### src/rtl/svm7_pkg.sv
package svm7_pkg;

  localparam int PHASES = 3;
  localparam int SEGS = 7;

  typedef logic [2:0] level_t;
  typedef level_t [PHASES-1:0] triple_t;

  localparam level_t LVL_ZERO = 3'd2;
  localparam level_t LVL_MAX = 3'd4;

  typedef struct packed {
    logic load;   // capture new period parameters
    logic emit;   // a sequence position is valid this cycle
    logic first;  // current position is the first tick of a period
  } strobe_t;

  // total level distance across the three phases
  function automatic logic [3:0] levelDist(triple_t x, triple_t y);
    logic [3:0] s;
    s = '0;
    for (int p = 0; p < PHASES; p++) begin
      if (x[p] > y[p]) s = s + 4'(x[p] - y[p]);
      else s = s + 4'(y[p] - x[p]);
    end
    return s;
  endfunction

endpackage

### src/rtl/svm7_ctrl.sv
module svm7_ctrl
  import svm7_pkg::*;
#(
  parameter int CW = 14
) (
  input  logic          clk,
  input  logic          rstN,
  input  logic          atEnd,
  output strobe_t       strobe,
  output logic [CW-1:0] tick
);

  logic running;

  always_comb begin
    strobe.load  = !running || atEnd;
    strobe.emit  = running;
    strobe.first = running && (tick == '0);
  end

  always_ff @(posedge clk or negedge rstN) begin
    if (!rstN) begin
      running <= 1'b0;
      tick    <= '0;
    end else begin
      running <= 1'b1;
      if (strobe.load) tick <= '0;
      else tick <= tick + 1'b1;
    end
  end

endmodule

### src/rtl/svm7_datapath.sv
module svm7_datapath
  import svm7_pkg::*;
#(
  parameter int DW = 12,
  parameter int CW = DW + 2
) (
  input  logic          clk,
  input  logic          rstN,
  input  strobe_t       strobe,
  input  logic [CW-1:0] tick,
  input  logic [DW-1:0] dwellA,
  input  logic [DW-1:0] dwellB,
  input  logic [DW-1:0] dwellZ,
  input  triple_t       stZa,
  input  triple_t       stV1,
  input  triple_t       stV2,
  input  triple_t       stZb,
  output logic          atEnd,
  output triple_t       levelOut,
  output logic          startOut,
  output logic          errOut
);

  // candidate segment lengths and states from the inputs
  logic [DW-1:0] zEdge, zMid, aFirst, aSecond, bFirst, bSecond;
  logic [DW-1:0] candLen [SEGS];
  triple_t       candSt  [SEGS];
  logic [CW-1:0] candEnd [SEGS];
  logic [CW-1:0] candTotal;
  logic          codesOk, stepOk, candValid;

  always_comb begin
    zEdge   = dwellZ >> 2;
    zMid    = dwellZ - (zEdge << 1);
    aFirst  = dwellA >> 1;
    aSecond = dwellA - aFirst;
    bFirst  = dwellB >> 1;
    bSecond = dwellB - bFirst;
    candLen[0] = zEdge;  candSt[0] = stZa;
    candLen[1] = aFirst; candSt[1] = stV1;
    candLen[2] = bFirst; candSt[2] = stV2;
    candLen[3] = zMid;   candSt[3] = stZb;
    candLen[4] = bSecond; candSt[4] = stV2;
    candLen[5] = aSecond; candSt[5] = stV1;
    candLen[6] = zEdge;  candSt[6] = stZa;
    candTotal = CW'(dwellA) + CW'(dwellB) + CW'(dwellZ);
  end

  always_comb begin
    logic [CW-1:0] acc;
    acc = '0;
    for (int k = 0; k < SEGS; k++) begin
      acc = acc + CW'(candLen[k]);
      candEnd[k] = acc;
    end
  end

  // per-phase code range check over the four distinct states
  logic [PHASES-1:0] phaseOk;
  for (genvar p = 0; p < PHASES; p++) begin : g_code
    assign phaseOk[p] = (stZa[p] <= LVL_MAX) && (stV1[p] <= LVL_MAX) &&
                        (stV2[p] <= LVL_MAX) && (stZb[p] <= LVL_MAX);
  end
  assign codesOk = &phaseOk;

  // transition rule between consecutive non-empty segments
  always_comb begin
    logic    haveLast;
    triple_t lastSt;
    haveLast = 1'b0;
    lastSt   = '0;
    stepOk   = 1'b1;
    for (int k = 0; k < SEGS; k++) begin
      if (candLen[k] != '0) begin
        if (haveLast && (levelDist(lastSt, candSt[k]) > 4'd1)) stepOk = 1'b0;
        lastSt   = candSt[k];
        haveLast = 1'b1;
      end
    end
  end
  assign candValid = codesOk && stepOk;

  // period registers
  logic [CW-1:0] endQ [SEGS];
  triple_t       stQ  [SEGS];
  logic [CW-1:0] lastTickQ;
  logic          errQ;
  triple_t       selLevel;

  always_ff @(posedge clk or negedge rstN) begin
    if (!rstN) begin
      for (int k = 0; k < SEGS; k++) begin
        endQ[k] <= '0;
        stQ[k]  <= {PHASES{LVL_ZERO}};
      end
      lastTickQ <= '0;
      errQ      <= 1'b0;
    end else if (strobe.load) begin
      for (int k = 0; k < SEGS; k++) begin
        endQ[k] <= candEnd[k];
        stQ[k]  <= candValid ? candSt[k] : selLevel;
      end
      lastTickQ <= (candTotal == '0) ? '0 : candTotal - 1'b1;
      errQ      <= !candValid;
    end
  end

  // segment select: first segment whose end lies beyond the tick
  always_comb begin
    logic found;
    found    = 1'b0;
    selLevel = stQ[0];
    for (int k = 0; k < SEGS; k++) begin
      if (!found && (tick < endQ[k])) begin
        selLevel = stQ[k];
        found    = 1'b1;
      end
    end
  end

  assign atEnd = (tick == lastTickQ);

  always_ff @(posedge clk or negedge rstN) begin
    if (!rstN) begin
      levelOut <= {PHASES{LVL_ZERO}};
      startOut <= 1'b0;
      errOut   <= 1'b0;
    end else if (strobe.emit) begin
      levelOut <= selLevel;
      startOut <= strobe.first;
      errOut   <= errQ;
    end else begin
      startOut <= 1'b0;
    end
  end

endmodule

### src/rtl/svm7_sequencer.sv
module svm7_sequencer
  import svm7_pkg::*;
#(
  parameter int DWELL_W = 12
) (
  input  logic               clk,
  input  logic               rstN,
  input  logic [DWELL_W-1:0] dwellA,
  input  logic [DWELL_W-1:0] dwellB,
  input  logic [DWELL_W-1:0] dwellZ,
  input  logic [8:0]         stateZa,
  input  logic [8:0]         stateV1,
  input  logic [8:0]         stateV2,
  input  logic [8:0]         stateZb,
  output logic [2:0]         levelA,
  output logic [2:0]         levelB,
  output logic [2:0]         levelC,
  output logic               periodStart,
  output logic               seqError
);

  localparam int CNT_W = DWELL_W + 2;

  strobe_t          strobe;
  logic [CNT_W-1:0] tick;
  logic             atEnd;
  triple_t          levelOut;

  svm7_ctrl #(.CW(CNT_W)) u_ctrl (
    .clk    (clk),
    .rstN   (rstN),
    .atEnd  (atEnd),
    .strobe (strobe),
    .tick   (tick)
  );

  svm7_datapath #(.DW(DWELL_W), .CW(CNT_W)) u_dp (
    .clk      (clk),
    .rstN     (rstN),
    .strobe   (strobe),
    .tick     (tick),
    .dwellA   (dwellA),
    .dwellB   (dwellB),
    .dwellZ   (dwellZ),
    .stZa     (stateZa),
    .stV1     (stateV1),
    .stV2     (stateV2),
    .stZb     (stateZb),
    .atEnd    (atEnd),
    .levelOut (levelOut),
    .startOut (periodStart),
    .errOut   (seqError)
  );

  assign levelA = levelOut[0];
  assign levelB = levelOut[1];
  assign levelC = levelOut[2];

endmodule

### config.mk
export PLATFORM = sky130hd
export DESIGN_NAME = svm7_sequencer
export DESIGN_NICKNAME = d
export VERILOG_FILES = /design/src/rtl/svm7_pkg.sv /design/src/rtl/svm7_ctrl.sv /design/src/rtl/svm7_datapath.sv /design/src/rtl/svm7_sequencer.sv
export SDC_FILE = /design/constraint.sdc
export NUM_CORES = 1
export LEC_CHECK = 0
export CAP_MARGIN = 20
export CORE_ASPECT_RATIO = 0.6
export CORE_MARGIN = 2
export CORE_UTILIZATION = 58
export DETAILED_ROUTE_END_ITERATION = 7
export GPL_TIMING_DRIVEN = 0
export PLACE_DENSITY = 0.76
export SYNTH_ARGS = -nofsm -noshare
export SYNTH_HDL_FRONTEND = slang
export SYNTH_SLANG_ARGS = --single-unit
### constraint.sdc
create_clock -name clk -period 3.3 [get_ports clk]
set_input_delay 0.99 -clock clk [delete_from_list [all_inputs] [get_ports clk]]
set_output_delay 0.99 -clock clk [all_outputs]
set_load 0.1 [all_outputs]
==> key figures, run 1 <==
Outcome
  • Status: complete, but fails checks
  • Failing checks: DRC, setup timing

Timing
  • Post-layout min period: 9.83 ns
  • Fin. max-slew vios: 0
  • Fin Clk Skew: 0.0176 ns
  • Fin crit share: 2.98
  • Worst Max-Slew Pin Slew: 1.26 ns
  • Fmax: 0.102 GHz
  • Slew margin rel.: 0.154
  • Final setup viols: 137
  • Final WS setup: -6.53 ns
  • RSZ-0062 raised after global routing: yes
  • Hold Fails Final Rpt: 0

Clocking
  • CTS Buf Count: 17
  • CTS Buffer Depth: 2
  • H-tree levels: 4
  • Clock-pin slew on the worst setup and hold paths: 0.07 ns
  • CTS sink cnt: 154
  • CTS Hold Bufs: 0
  • Root Buffer Master: clkbuf_16
  • TritonCTS clock tree: done
  • Clock Latency Late Sink: 0.46 ns

Yosys
  • Syn nets: 2947
  • Flops & latches, synth: 154
  • Cell area after synthesis: 20800 µm²
  • Mean Syn Cell Area: 8.63 µm²
  • Main flop type after synthesis: dfrtp_1
  • Distinct cells, synth: 87
  • Syn Inst Count: 2414
  • Synth warnings: 0
  • Most numerous cell in the Yosys netlist: ha_1
  • Yosys top cell area share: 0.216
  • Top post-synthesis cells by count: ha_1, inv_1, nand2_1, o21ai_0, dfrtp_1
  • Yosys top cell by area: ha_1
  • Fraction of registers with async set/reset: 1.00
  • Top cells by area, synth: ha_1, dfrtp_1, fa_1
  • Post-synth EDFFs: 0
  • Sequential fraction of the synthesis area: 0.186

Worst setup path
  • Crit-path slowest cell: xor2_1
  • Family with the most delay on the worst path: adder cells
  • CP endpoint kind: flip-flop
  • Crit-path most repeated cell: fa_2
  • CP startpoint kind: input pin
  • Crit path buffers/inverters: 8
  • Crit Path Class: in2reg
  • WP data required: 3.69 ns
  • CP arrival: 10.22 ns
  • Crit-path max FO: 6
  • Crit-path max cell delay: 0.90 ns

Global routing
  • Global route total overflow: 0
  • Vias in the first global route: 19700
  • First-pass GRT wire length: 112000 µm
  • GRT Total Usage: 0.392
  • Initial antenna violation count: 2
  • Largest net degree at the start of global routing: 107

Power
  • Sequential group share of total power: 0.105
  • Leakage Power: 12.7 nW
  • Total power: 27.1 mW
  • Clock power frac: 0.074
  • Max IR drop VDD: 1.38 mV
  • Comb power frac: 0.822
  • Switching Share: 0.479
  • Pwr/cell area: 1010 nW/µm²
  • Net Switching: 13.0 mW
  • Power Internal: 14.1 mW

Job
  • Max-capacitance violation count: 0

Floorplan
  • IO Pins: 85
  • Core Rows: 53
  • Die span in x: 249 µm
  • Starting Density: 0.592
  • Core area: 35200 µm²
  • Die Y: 151 µm
  • Die Footprint: 37500 µm²

Place
  • Port buffer count: 84
  • Dpl cells: 2966
  • GP Congestion: 0.973
  • Dpl hpwl: 53800 µm

Drt
  • Post-route ant nets: 0
  • Final wirelength: 78300 µm
  • Routed vias: 20600
  • Iter 0 DRT Violations: 2492
  • Vias/cell: 6.53
  • Drt pass-1 iters: 8
  • Drt wl/cell: 24.8 µm
  • # DRC: 12

Min path
  • Class of the worst hold path: in2async

Finish
  • Area Growth Syn to Fin: 29.3%
  • Share of cells above drive strength 1: 0.241
  • Nets: 3203
  • Final Non-Filler Cells: 3154
  • Fill cells: 2242
==> sequential cells by signal, indices dropped and copies added, names as in the netlist <==
signal / flops
u_dp.errQ: 1
u_dp.errOut: 1
u_ctrl.tick: 14
u_dp.levelOut: 9
u_ctrl.running: 1
u_dp.endQ: 77
u_dp.stQ: 36
u_dp.startOut: 1
u_dp.lastTickQ: 14
==> cell families after synthesis <==
logic type      after synthesis  synth area share
fa+ha+maj                   459             0.312
simple gates                531             0.121
other cells                   1          0.000180
buf+inv                     397            0.0728
xor+xnor                    188            0.0817
compound gates              625             0.196
flops                       154             0.186
mux                          59            0.0303
==> final cells by class <==
type / instances / area (µm²) / area share
Antenna cell: 4 / 10.0 / 0.000372
Buffer: 57 / 344 / 0.0128
Timing Repair Buffer: 237 / 2230 / 0.0827
Clock inverter: 12 / 114 / 0.00423
Sequential cell: 154 / 3880 / 0.144
Clock buffer: 20 / 457 / 0.0169
Inverter: 340 / 1310 / 0.0485
Tap cell: 467 / 584 / 0.0217
Multi-Input combinational cell: 1863 / 18000 / 0.669
==> power by group through the flow <==
stage                     logic, mW  registers, mW  clock network (mW)
after CTS                      17.1           2.81                1.96
after global placement         13.0           2.82                   0
final                          22.3           2.84                1.99
after detailed placement       13.5           2.83                   0
after global routing           23.6           2.88                2.06
after floorplan                10.5           2.95                   0
==> through the flow <==
step	TNS, ns	worst slack [ns]	hold slack, ns	utilization	area (µm²)
5_1_grt	-344.46	-6.70	0.479	0.765	26900
6_report	-331.36	-6.53	0.456	0.765	26900
4_1_cts	-302.34	-6.06	0.467	0.728	25700
3_5_place_dp	-458.94	-8.32	0.454	0.647	22800
2_1_floorplan	-272.29	-5.57	0.433	-	21300
3_3_place_gp	-1218.08	-8.06	0.455	0.646	22700
==> cell usage in the layout, fill, tap and decap left out, types with 20 or more instances in the layout <==
cell type	instances
a211oi_1	20
a21o_1	59
a21oi_1	92
a21oi_2	27
a221o_1	40
buf_4	125
buf_6	23
clkbuf_1	32
clkdlybuf4s50_1	51
dfrtp_1	133
fa_1	86
ha_1	305
ha_4	43
inv_1	318
mux2_2	27
mux2i_1	21
nand2_1	184
nand3_1	28
nor2_1	104
nor2b_1	25
o21a_1	24
o21ai_0	117
o21ai_1	33
o22ai_1	20
xnor2_1	77
xnor2_2	31
xor2_1	59
==> final timing paths <==
path,from,to,slack (ns),cells past startpoint
setup / recovery,dwellB[7],u_dp.stQ[61],-6.53,37
max in group asynchronous,rstN,u_ctrl.tick[2],1.92,2
hold reg to reg,u_dp.levelOut[1],u_dp.levelOut[1],0.47,2
hold / removal,rstN,u_dp.endQ[43],0.46,1
min in group clk,u_dp.levelOut[1],u_dp.levelOut[1],0.47,2
setup reg to reg,u_ctrl.tick[0],u_dp.stQ[58],-0.98,13
==> worst reg2reg max path: cells and delay by family, from the launching register on <==
| family | cells | cell delay, ns |
|---|---|---|
| AOI/OAI and AO/OA | 9 | 2.38 |
| buffers and inverters | 3 | 0.88 |
| and+or+nand+nor | 1 | 0.53 |
| DFF | 1 | 0.41 |
==> timing repair <==
action | 4_1_cts | 5_1_grt
setup buffers | 121 | 61
endpoints found under the setup margin | 124 | 147
cloned | 2 | 2
pin swaps | 97 | 106
gates resized for setup | 360 | 225
==> routing by layer <==
metal / share of wire / global-route usage / routed length (µm) / vias up
met5: 0 / 0 / 0 / -
met4: 0.051 / 0.149 / 4020 / 0
met3: 0.15 / 0.177 / 12100 / 349
met2: 0.40 / 0.542 / 31000 / 1519
met1: 0.40 / 0.533 / 31200 / 9845
li1: - / - / - / 8877
No activity file was read; power rests on OpenSTA's default activity.
==> run 2: changes to the inputs <==
- CTS_CLUSTER_DIAMETER: unset -> 30
==> results of run 2 <==
Same layout as run 1: the final DEF is identical, and so are final timing and power.
